$ cat src/rtl/gwd_pkg.sv
package gwd_pkg;
  localparam int unsigned LOCK_N = 4;

  // guard index = word index / 2
  localparam logic [1:0] LK_RELOAD   = 2'd0;
  localparam logic [1:0] LK_TIMEOUT  = 2'd1;
  localparam logic [1:0] LK_ONOFF    = 2'd2;
  localparam logic [1:0] LK_DIVIDER  = 2'd3;

  typedef struct packed {
    logic reload;
    logic setTimeout;
    logic setOnOff;
    logic setDivider;
  } wdgStrobe_t;
endpackage

$ cat src/rtl/gwd_ctrl.sv
module gwd_ctrl
  import gwd_pkg::*;
#(
  parameter int unsigned DATA_W = 32,
  parameter int unsigned ADDR_W = 3
) (
  input  logic                         clk,
  input  logic                         rstN,
  input  logic                         busWrite,
  input  logic [ADDR_W-1:0]            busAddr,
  input  logic [DATA_W-1:0]            busWdata,
  output logic [LOCK_N-1:0][1:0]       lockSt,
  output wdgStrobe_t                   strobe
);
  localparam int unsigned KEY_W = 16;

  function automatic logic [KEY_W-1:0] keyOf(input int g, input int s);
    logic [KEY_W-1:0] k;
    k = '0;
    case (g)
      0: k = (s == 0) ? 16'h5555 : 16'hAAAA;
      1: k = (s == 0) ? 16'h6666 : 16'hBBBB;
      2: k = (s == 0) ? 16'h7777 : ((s == 1) ? 16'hCCCC : 16'hDDDD);
      default: k = (s == 0) ? 16'h5A5A : 16'hA5A5;
    endcase
    return k;
  endfunction

  logic [LOCK_N-1:0] accept;
  logic [ADDR_W-2:0] grp;
  assign grp = busAddr[ADDR_W-1:1];

  for (genvar g = 0; g < LOCK_N; g++) begin : gLock
    localparam logic [DATA_W-1:0] K0 = DATA_W'(keyOf(g, 0));
    localparam logic [DATA_W-1:0] K1 = DATA_W'(keyOf(g, 1));
    localparam logic [DATA_W-1:0] K2 = DATA_W'(keyOf(g, 2));
    localparam bit THREE_STEP = (g == 2);
    localparam logic [1:0] OPEN_FROM = THREE_STEP ? 2'd2 : 2'd1;

    logic lockWr, regWr;
    logic [1:0] nextSt;

    assign lockWr = busWrite && !busAddr[0] && (grp == (ADDR_W-1)'(g));
    assign regWr  = busWrite &&  busAddr[0] && (grp == (ADDR_W-1)'(g));
    assign accept[g] = regWr && (lockSt[g] == 2'd3);

    always_comb begin
      if (lockSt[g] == 2'd1 && busWdata == K1)
        nextSt = THREE_STEP ? 2'd2 : 2'd3;
      else if (THREE_STEP && lockSt[g] == 2'd2 && busWdata == K2)
        nextSt = 2'd3;
      else if (busWdata == K0)
        nextSt = 2'd1;
      else
        nextSt = 2'd0;
    end

    always_ff @(posedge clk) begin
      if (!rstN)          lockSt[g] <= 2'd0;
      else if (lockWr)    lockSt[g] <= nextSt;
      else if (accept[g]) lockSt[g] <= 2'd0;
    end

    AST_ACCEPT_RELOCKS: assert property (@(posedge clk) disable iff (!rstN)
      accept[g] |=> lockSt[g] == 2'd0);
    AST_IGNORED_KEEPS_LOCK: assert property (@(posedge clk) disable iff (!rstN)
      (regWr && lockSt[g] != 2'd3) |=> $stable(lockSt[g]));
    AST_OPEN_PATH: assert property (@(posedge clk) disable iff (!rstN)
      (lockSt[g] == 2'd3 && $past(lockSt[g]) != 2'd3) |-> $past(lockSt[g]) == OPEN_FROM);
  end

  assign strobe.reload     = accept[LK_RELOAD] && (busWdata == DATA_W'(1));
  assign strobe.setTimeout = accept[LK_TIMEOUT];
  assign strobe.setOnOff   = accept[LK_ONOFF];
  assign strobe.setDivider = accept[LK_DIVIDER];
endmodule

$ cat src/rtl/gwd_datapath.sv
module gwd_datapath
  import gwd_pkg::*;
#(
  parameter int unsigned VAL_W = 16,
  parameter logic [VAL_W-1:0] RST_TIMEOUT = '1,
  parameter logic [VAL_W-1:0] RST_DIVIDER = '1
) (
  input  logic             clk,
  input  logic             rstN,
  input  wdgStrobe_t       strobe,
  input  logic [VAL_W-1:0] wrVal,
  input  logic             onBit,
  output logic [VAL_W-1:0] timeoutVal,
  output logic [VAL_W-1:0] dividerVal,
  output logic             enabled,
  output logic             resetReq
);
  logic [VAL_W-1:0] count, divCnt, clampVal;
  logic expired, doReload, tick;

  assign clampVal = (wrVal == '0) ? VAL_W'(1) : wrVal;
  assign doReload = strobe.reload || (strobe.setOnOff && onBit);
  assign tick     = divCnt >= (dividerVal - VAL_W'(1));

  always_ff @(posedge clk) begin
    if (!rstN) begin
      timeoutVal <= RST_TIMEOUT;
      dividerVal <= RST_DIVIDER;
      enabled    <= 1'b0;
      count      <= RST_TIMEOUT;
      divCnt     <= '0;
      expired    <= 1'b0;
      resetReq   <= 1'b0;
    end else begin
      resetReq <= 1'b0;
      if (strobe.setTimeout) timeoutVal <= clampVal;
      if (strobe.setDivider) dividerVal <= clampVal;
      if (strobe.setOnOff) begin
        enabled <= onBit;
        if (!onBit) expired <= 1'b0;
      end
      if (doReload) begin
        count   <= timeoutVal;
        divCnt  <= '0;
        expired <= 1'b0;
      end else if (enabled && !expired) begin
        if (tick) begin
          divCnt <= '0;
          if (count <= VAL_W'(1)) begin
            count    <= '0;
            expired  <= 1'b1;
            resetReq <= 1'b1;
          end else begin
            count <= count - VAL_W'(1);
          end
        end else begin
          divCnt <= divCnt + VAL_W'(1);
        end
      end
    end
  end

  AST_PULSE_SINGLE: assert property (@(posedge clk) disable iff (!rstN)
    resetReq |=> !resetReq);
  AST_SILENT_WHEN_OFF: assert property (@(posedge clk) disable iff (!rstN)
    !enabled |=> !resetReq);
  AST_VALUES_NONZERO: assert property (@(posedge clk) disable iff (!rstN)
    timeoutVal != '0 && dividerVal != '0);
  AST_EXPIRE_FROM_LAST: assert property (@(posedge clk) disable iff (!rstN)
    $rose(resetReq) |-> $past(count) == VAL_W'(1));
endmodule

$ cat src/rtl/keylock_watchdog.sv
module keylock_watchdog
  import gwd_pkg::*;
#(
  parameter int unsigned DATA_W = 32,
  parameter int unsigned ADDR_W = 3,
  parameter int unsigned VAL_W  = 16,
  parameter logic [VAL_W-1:0] RST_TIMEOUT = '1,
  parameter logic [VAL_W-1:0] RST_DIVIDER = '1
) (
  input  logic              clk,
  input  logic              rstN,
  input  logic              busWrite,
  input  logic [ADDR_W-1:0] busAddr,
  input  logic [DATA_W-1:0] busWdata,
  output logic [DATA_W-1:0] busRdata,
  output logic              resetReq
);
  logic [LOCK_N-1:0][1:0] lockSt;
  wdgStrobe_t strobe;
  logic [VAL_W-1:0] timeoutVal, dividerVal;
  logic enabled;

  gwd_ctrl #(.DATA_W(DATA_W), .ADDR_W(ADDR_W)) uCtrl (
    .clk(clk), .rstN(rstN), .busWrite(busWrite), .busAddr(busAddr),
    .busWdata(busWdata), .lockSt(lockSt), .strobe(strobe)
  );

  gwd_datapath #(.VAL_W(VAL_W), .RST_TIMEOUT(RST_TIMEOUT), .RST_DIVIDER(RST_DIVIDER)) uPath (
    .clk(clk), .rstN(rstN), .strobe(strobe), .wrVal(busWdata[VAL_W-1:0]),
    .onBit(busWdata[0]), .timeoutVal(timeoutVal), .dividerVal(dividerVal),
    .enabled(enabled), .resetReq(resetReq)
  );

  always_comb begin
    busRdata = '0;
    if (!busAddr[0]) busRdata = DATA_W'(lockSt[busAddr[ADDR_W-1:1]]);
    else begin
      case (busAddr[ADDR_W-1:1])
        LK_TIMEOUT[ADDR_W-2:0]: busRdata = DATA_W'(timeoutVal);
        LK_ONOFF[ADDR_W-2:0]:   busRdata = DATA_W'(enabled);
        LK_DIVIDER[ADDR_W-2:0]: busRdata = DATA_W'(dividerVal);
        default:                busRdata = '0;
      endcase
    end
  end
endmodule

$ cat config.mk
export PLATFORM = sky130hd
export DESIGN_NAME = keylock_watchdog
export DESIGN_NICKNAME = d
export VERILOG_FILES = /design/src/rtl/gwd_pkg.sv /design/src/rtl/gwd_ctrl.sv /design/src/rtl/gwd_datapath.sv /design/src/rtl/keylock_watchdog.sv
export SDC_FILE = /design/constraint.sdc
export NUM_CORES = 1
export LEC_CHECK = 0
export BUFFER_PORTS_ARGS = -buffer_cell sky130_fd_sc_hd__buf_2
export CAP_MARGIN = 40
export CORE_ASPECT_RATIO = 0.75
export CORE_MARGIN = 5
export CORE_UTILIZATION = 52
export DETAILED_ROUTE_END_ITERATION = 8
export MAX_ROUTING_LAYER = met4
export PLACE_DENSITY_LB_ADDON = 0.12
export SETUP_SLACK_MARGIN = 0.4
export SYNTH_ARGS = -nofsm -noshare
export SYNTH_HDL_FRONTEND = slang
export SYNTH_SLANG_ARGS = --single-unit
$ cat constraint.sdc
create_clock -name clk -period 3.85 [get_ports clk]
set_input_delay 0.77 -clock clk [delete_from_list [all_inputs] [get_ports clk]]
set_output_delay 0.77 -clock clk [all_outputs]
set_load 0.02 [all_outputs]
---- After elaboration in Yosys (flattened, before gate mapping) ----
Cells that the tools add are included.
word-level totals
  logic and storage cells ................. 111
  bits in writable memories ............... 0
  register bits after elaboration ......... 75
  bits in read-only memories .............. 0
  output and inout bits ................... 33
  memories kept ........................... 0
  latch bits .............................. 0
cells by class
  add/subtract/negate cells ............... 3
  multiply operators ...................... 0
  reduce and logical (&&, ||, !) cells .... 36
  mux-type cells .......................... 33
  $lt $le $gt $ge ......................... 3
  div/mod/pow operators ................... 0
  shifts and indexed selects .............. 0
  bitwise logic cells ..................... 3
  eq/ne operators ......................... 22
operators by type and width
  cell                                                  number
  == test 32 x 16 -> 1 bit, second input constant       5
  == test 32 x 15 -> 1 bit, second input constant       4
  2-to-1 mux 16 bit                                     7
  case mux 16 bit (3 select lines)                      1
  == test 32 x 1 -> 1 bit, second input constant        1
  subtractor 16 x 1 -> 16 bit, second input constant    2
  2-to-1 mux 2 bit                                      14
  logical AND 1 bit                                     22
  adder 16 x 1 -> 16 bit, second input constant         1
  >= comparator 16 bit                                  1
  <= comparator 16 x 1 -> 1 bit, second input constant  1
  logical NOT 16 bit                                    1
  == test 2 bit, second input constant                  7
  nonzero test 2 bit                                    6
  == test 2 x 1 -> 1 bit, second input constant         5
  2-to-1 mux 1 bit                                      10
  binary-select mux 2 bit (select 2 bit)                1
  OR reduction 4 bit                                    1
  < comparator 2 x 3 -> 1 bit, second input constant    1
  NOT 1 bit                                             3
  logical NOT 1 bit                                     2
  logical NOT 2 bit                                     1
  AND reduction 2 bit                                   1
  OR reduction 2 bit                                    1
  logical OR 1 bit                                      1

---- Depth between registers and ports, before layout ----
Gate-level depths: netlist (run 1).
  depth after elaboration ................. 7
  mapped depth ............................ 15

---- By module ----
Synthesis (run 1) repeated with hierarchy kept, for this count alone.
unflattened totals
  cells, all modules ...................... 585
  area total of the unflattened synthesis .. 4819.6 um^2
by module, submodules not included
  module            area each (um^2)  instances  cells an instance
  gwd_datapath      3637.2            1          416
  gwd_ctrl          714.4             1          105
  keylock_watchdog  467.9             1          64

---- Worst setup path after synthesis (run 1) ----
No wires, ideal clock.
  path type ............................... register to register
  from .................................... register uPath.dividerVal[7]
  to ...................................... register uPath.count[13]
  stages on the path, launching flop included .. 13
  library setup time ...................... 122 ps
  data required time ...................... 3728 ps
  setup slack ............................. -106 ps
  path buffers ............................ 0
  data arrival time ....................... 3834 ps
  path through ............................ dfxtp_1 or4_1 or3_1 or2_2 nor3_1 xnor2_1 ha_1 nand4_1 or3_4 o41ai_4 nor3_2 o41a_1 o32a_1
on the way
  cells in the longest elaborated chain, start to end .. 4
RTL lines
  item                           line                text
  start: declaration             gwd_datapath.sv:14  output logic [VAL_W-1:0] dividerVal,
  start signal: assignment       gwd_datapath.sv:37  if (strobe.setDivider) dividerVal <= clampVal;
  subtractor 16 x 1 -> 16 bit    gwd_datapath.sv:23  assign tick = divCnt >= (dividerVal - VAL_W'(1));
  >= comparator 16 bit           gwd_datapath.sv:23
  nonzero test 2 bit (no line)   -
  AND reduction 2 bit (no line)  -
  end signal: assignment         gwd_datapath.sv:43  count <= timeoutVal;
  end signal: assignment         gwd_datapath.sv:54  count <= count - VAL_W'(1);
  end: declaration               gwd_datapath.sv:18  logic [VAL_W-1:0] count, divCnt, clampVal;
No other way between the ends.
A chain may end at the register's enable or synchronous reset.

---- Worst setup path after layout (run 1) ----
  from .................................... register uPath.dividerVal[10]
  to ...................................... register uPath.count[13]
The elaborated chain is that of the path after synthesis.

==> results.json, run 1 <==
{
  "status": "finished with violations",
  "violations": "negative setup slack",
  "fmax_ghz": 0.2579,
  "diodes": 0,
  "num_rows": 29,
  "fin_tns_setup_ps": -52.31,
  "utilization": 0.6408,
  "synth_top_family_by_area": "simple AND/OR/NAND/NOR gates",
  "gp_congestion": 0.8968,
  "avgSynthCellArea_sq_um": 7.721,
  "antenna_found_initial": 0,
  "crit_path_end_kind": "flop",
  "placed_area_sq_um": 5051,
  "maxCapViolCount": 0,
  "drive_gt1_frac": 0.1821,
  "final_area_sq_um": 5510,
  "die_x_um": 119.2,
  "grt_start_max_net_pins": 40,
  "min_path_cells": 2,
  "hold_class": "reg2reg",
  "p_leak_nw": 2.355,
  "setup_viol": 2,
  "irDropWorstVdd_v": 0.0002229,
  "yosys.area_share.simple": 0.3445,
  "dieHeight_um": 91.88,
  "cts-root-buf": "clkbuf_16",
  "pin_count": 71,
  "reg2reg_slack_ps": -30,
  "worstPathArrival_ps": 4100,
  "fin_ws_ps": -27.13,
  "final_common_cell": "nand2_1",
  "synth_compound_area_frac": 0.1160,
  "worst_pin_slew_ps": 856.1,
  "critPathLaunchType": "flop",
  "crit_path_top_delay_cell": "or4_4",
  "critPathBufInv": 1,
  "criticalPathCategory": "reg2reg",
  "path_clk_slew_ps": 60,
  "htree_levels": 3,
  "power.total_w": 0.001800,
  "port_buffers": 54,
  "slew_viol_final": 0,
  "worstReg2RegStart": "uPath.dividerVal[10]",
  "crit_path_max_fanout": 3,
  "antenna_left": 0,
  "finalCritPeriodShare": 1.007,
  "cp_common_cell": "nor3_4",
  "clock_latency_ps": 340,
  "rsz0062_at_grt": "yes",
  "core_sq_um": 8600,
  "crit_path_max_incr_delay_ps": 530,
  "whs_ps": 497.6,
  "finalClockSkew_ps": 5.723,
  "drc": 0,
  "place_hpwl_um": 9958,
  "start_util": 0.5405,
  "dieArea_sq_um": 10950,
  "grt_first_pass_wirelength_um": 22560,
  "cts_buffer_depth": 2,
  "fin_nets": 723,
  "grt_use_total": 0.2618,
  "synthFlopType": "dfxtp_1",
  "totalWireLength_um": 13760,
  "vias": 4705,
  "drt-vias-per-instance": 6.048,
  "whs_endpoint": "uPath.timeoutVal[5]",
  "path_delay_family": "simple AND/OR/NAND/NOR gates",
  "syn_inst": 602,
  "wire_per_inst_um": 17.69,
  "p_per_area_nw_per_um2": 326.7,
  "grt_pass1_vias": 4489,
  "min-delay-start": "uPath.timeoutVal[5]",
  "synth_adder_area_share": 0.05384,
  "synth_cell_types": 60,
  "regToRegEndpoint": "uPath.count[13]",
  "ys_seq_elements": 75,
  "r2r_cells": 13,
  "synth_edf_count": 0,
  "dr.pass1.iters": 5,
  "clock_sinks": 75,
  "most-common-layout-cells": "101 x nand2_1, 72 x dfxtp_1, 61 x nor2_1",
  "async_flop_share": 0,
  "ys_seq_area_frac": 0.3230,
  "finalHoldViolCount": 0,
  "first_iter_violations": 543,
  "grt_overflow": 0,
  "path_cells": "or4_4 > or3_1 > or2_4 > nor3_4 > xnor2_1 > ha_1 > nand4_1 > or3_4 > o41ai_4 > buf_4 > nor3_4 > o41a_1 > o32a_1",
  "cts_made_buffers": 9,
  "ys_warn_count": 0,
  "synth_xor_area_frac": 0.04899,
  "required_ps": 4080,
  "synth_mux_area_frac": 0.05303,
  "syn2layout_area_growth_pct": 18.55,
  "period_minus_slack_ps": 3877,
  "synth_area_sq_um": 4648,
  "cts_tree": "built",
  "slew_headroom": 0.4240
}
## logic make-up after synthesis
group | after synthesis
simple gates | 326
compound gates | 76
flops | 75
buf+inv | 56
xor+xnor | 26
mux | 22
fa+ha+maj | 20
other cells | 1
## routing by layer
metal,track usage,vias to the layer above,part of all wire
li1,-,2268,-
met1,0.3644,2168,0.46
met2,0.3822,249,0.43
met3,0.05843,20,0.092
met4,0.07136,0,0.013
met5,-,-,0
## cell type report
class	count	area (sq um)
tap	108	135.1
multi-input combinational	487	3038
clock buffer	11	252.7
fill	737	3089
inverter	13	48.80
clock inverter	5	61.31
sequential	75	1505
timing repair buffer	79	469.2
## flip-flops by register name (all words and copies together), names as in the netlist
signal and flops:
uPath.timeoutVal 16, uPath.dividerVal 16, uPath.resetReq 1, uCtrl.lockSt 8
uPath.count 16, uPath.expired 1, uPath.divCnt 16, uPath.enabled 1
## report_power, final
part | switching, W | leakage [nW] | internal (W) | total (W)
clock network | 0.000338 | 0.144 | 0.000538 | 0.000876
logic | 0.0000941 | 1.61 | 0.0000438 | 0.000138
registers | 0.00000510 | 0.605 | 0.000781 | 0.000786
## tightest hold or removal path: stages, from the launching register on
cell and delay [ps]:
dfxtp_1 330, nand2_1 60, nand3_1 60
## timing repair
action / CTS / global route
buffers inserted: 9 / 0
gates resized for setup: 7 / 4
pin swaps: 6 / 2
cloned: 1 / 0
endpoints found under the setup margin: 30 / 34
hold buffers: 0 / 0
endpoints found under the hold margin: 0 / 0
## synth_stat cells, types with 2 or more instances
cell type / n / area, sq um
a31oi_1: 7 / 43.79
clkbuf_1: 20 / 75.07
inv_1: 13 / 48.80
o21a_1: 6 / 45.04
nor3_1: 21 / 105.1
and4_1: 2 / 17.52
xnor2_1: 21 / 183.9
a21oi_1: 20 / 100.1
or2_2: 3 / 18.77
nor3_2: 2 / 20.02
o41ai_1: 2 / 17.52
buf_4: 16 / 120.1
o32a_1: 3 / 30.03
nor4_1: 18 / 112.6
nand2b_1: 5 / 31.28
a22oi_1: 3 / 22.52
o21ai_0: 12 / 60.06
o211ai_1: 5 / 37.54
ha_1: 20 / 250.2
o311ai_0: 2 / 17.52
nand3_1: 48 / 240.2
nor4b_1: 2 / 17.52
or3_1: 8 / 50.05
and2_1: 2 / 12.51
mux4_2: 2 / 45.04
nor3b_1: 4 / 30.03
nor2_1: 61 / 229.0
buf_2: 6 / 30.03
o2111ai_1: 2 / 17.52
xor2_1: 5 / 43.79
or4_1: 12 / 90.09
and3_1: 9 / 56.30
nor2b_1: 6 / 37.54
nand4_1: 15 / 93.84
mux2i_1: 19 / 190.2
dfxtp_1: 75 / 1501
nand2_1: 102 / 382.9
## through the flow
stage	std cells	worst slack, ps
2_1_floorplan	617	156.0
3_3_place_gp	752	15.37
3_5_place_dp	752	-45.85
4_1_cts	778	9.087
5_1_grt	778	-206.7
6_report	778	-27.13
## worst max path at each step
stage               cells past startpoint            startpoint         endpoint
global route                           12  uPath.dividerVal[10]  uPath.count[10]
detailed placement                     12  uPath.dividerVal[10]  uPath.count[10]
global placement                       13  uPath.dividerVal[10]   uPath.count[1]
CTS                                    12  uPath.dividerVal[10]  uPath.count[10]
floorplan                              12  uPath.dividerVal[10]  uPath.count[10]
finish                                 13  uPath.dividerVal[10]  uPath.count[13]
(Power assumes the default switching activity.)
==> run 2: changes to the inputs <==
--- a/config.mk
+++ b/config.mk
@@ -12,7 +12,7 @@
 export CORE_UTILIZATION = 52
 export DETAILED_ROUTE_END_ITERATION = 8
 export MAX_ROUTING_LAYER = met4
-export PLACE_DENSITY_LB_ADDON = 0.12
+export PLACE_DENSITY = 0.76
 export SETUP_SLACK_MARGIN = 0.4
 export SYNTH_ARGS = -nofsm -noshare
 export SYNTH_HDL_FRONTEND = slang
==> results.json, run 2 (same netlist as run 1, synthesis figures left out) <==
{
  "grt_start_max_net_pins": 40,
  "status": "finished with violations",
  "start_util": 0.5405,
  "grt_use_total": 0.2547,
  "drc": 0,
  "regToRegEndpoint": "uPath.count[6]",
  "diodes": 0,
  "dieArea_sq_um": 10950,
  "drt-vias-per-instance": 6.136,
  "dieHeight_um": 91.88,
  "antenna_found_initial": 0,
  "criticalPathCategory": "reg2reg",
  "most-common-layout-cells": "101 x nand2_1, 72 x dfxtp_1, 54 x nor2_1, 54 x buf_2, 47 x nand3_1",
  "period_minus_slack_ps": 3872,
  "port_buffers": 54,
  "clock_sinks": 75,
  "slew_headroom": 0.3220,
  "crit_path_end": "uPath.count[6]",
  "min-delay-start": "uPath.timeoutVal[3]",
  "clock_latency_ps": 340,
  "crit_path_max_fanout": 6,
  "wire_per_inst_um": 17.64,
  "p_per_area_nw_per_um2": 316.1,
  "crit_path_end_kind": "flop",
  "cts-root-buf": "clkbuf_16",
  "place_hpwl_um": 9781,
  "p_leak_nw": 2.362,
  "drive_gt1_frac": 0.1884,
  "antenna_left": 0,
  "finalHoldViolCount": 0,
  "rsz0062_at_grt": "yes",
  "maxCapViolCount": 0,
  "fin_tns_setup_ps": -29.63,
  "syn2layout_area_growth_pct": 19.89,
  "grt_pass1_vias": 4309,
  "pin_count": 71,
  "gp_congestion": 0.9274,
  "fin_nets": 727,
  "hold_class": "reg2reg",
  "cts_made_buffers": 9,
  "worst_pin_slew_ps": 1015,
  "cts_buffer_depth": 2,
  "reg2reg_slack_ps": -20,
  "totalWireLength_um": 13800,
  "grt_overflow": 0,
  "grt_first_pass_wirelength_um": 21830,
  "critPathLaunchType": "flop",
  "final_common_cell": "nand2_1",
  "dr.pass1.iters": 5,
  "crit_start": "uPath.dividerVal[10]",
  "die_x_um": 119.2,
  "first_iter_violations": 459,
  "irDropWorstVdd_v": 0.0002075,
  "fin_ws_ps": -21.84,
  "vias": 4798,
  "finalCritPeriodShare": 1.006,
  "htree_levels": 3,
  "finalClockSkew_ps": 5.356,
  "path_clk_slew_ps": 60,
  "cts_tree": "built",
  "num_rows": 29,
  "power.total_w": 0.001761,
  "finalNonFillerCells": 782,
  "placed_cells": 752,
  "worstPathArrival_ps": 4140,
  "fmax_ghz": 0.2583,
  "post-place-ws_ps": -92.21,
  "violations": "negative setup slack",
  "worstReg2RegStart": "uPath.dividerVal[10]",
  "setup_viol": 2,
  "core_sq_um": 8600,
  "r2r_cells": 14,
  "required_ps": 4120,
  "slew_viol_final": 0
}
run 2: cell types whose count changed in the layout (fill, tap and decap cells not counted), moves of 3 or more:
cell        before  now
buf_6            3    8
clkbuf_1         0    4
clkinvlp_4       3    0
nor2_1          61   54
nor2_4           0    6
o21ai_0         12    9
o21ai_1          1    4
run 2: power breakdown:
part	leakage [nW]	switching, W	internal, W
Combinational	1.62	0.0000951	0.0000440
Sequential	0.605	0.00000513	0.000781
Clock	0.141	0.000317	0.000520
Total	2.36	0.000417	0.00134
run 2: what timing repair did:
| item | in CTS | in global routing |
|---|---|---|
| gates cloned | 2 | 0 |
| pin swaps | 15 | 7 |
| hold buffers | 0 | 0 |
| resized for setup | 16 | 16 |
| endpoints found under the setup margin | 34 | 34 |
| buffers inserted | 11 | 1 |
run 2: metal layers:
| layer | track usage | vias up | part of all wire |
|---|---|---|---|
| met5 | - | - | 0 |
| met4 | 0.06075 | 0 | 0.015 |
| met3 | 0.06089 | 22 | 0.095 |
| met2 | 0.3860 | 256 | 0.44 |
| met1 | 0.3447 | 2255 | 0.45 |
| li1 | - | 2265 | - |
run 2: layout make-up:
cell class	count	area, sq um
clock buffer	14	254.0
clock inverter	2	35.03
fill	733	3027
inverter	13	48.80
multi-input combinational	487	3077
sequential	75	1505
tap	108	135.1
timing repair buffer	83	518.0
run 2: worst max-delay path: stages, from the launching register on:
cell	delay, ps
dfxtp_2	320
or4_4	530
or3_4	390
or2_4	260
nor3_4	170
xnor2_1	100
ha_1	290
nand4_1	120
or3_4	390
o41ai_4	220
buf_6	180
o31ai_4	100
buf_6	210
or4_1	430
nand4_1	100
run 2: worst min path at each step:
stage | cells after the start | endpoint | slack [ps]
after floorplan | 2 | uPath.divCnt[0] | 460
after global placement | 2 | uPath.timeoutVal[6] | 470
after detailed placement | 2 | uPath.timeoutVal[6] | 480
after CTS | 2 | uPath.timeoutVal[2] | 500
after global routing | 2 | uPath.count[11] | 520
final | 2 | uPath.timeoutVal[3] | 500
run 2: metrics by stage:
stage	utilization	instance area (sq um)	hold WS, ps
after detailed placement	0.5874	5051	477.6
after CTS	0.6402	5505	498.6
after global placement	0.5874	5051	472.4
final	0.6480	5573	503.9
after floorplan	-	4767	457.7
after global routing	0.6480	5573	524.0
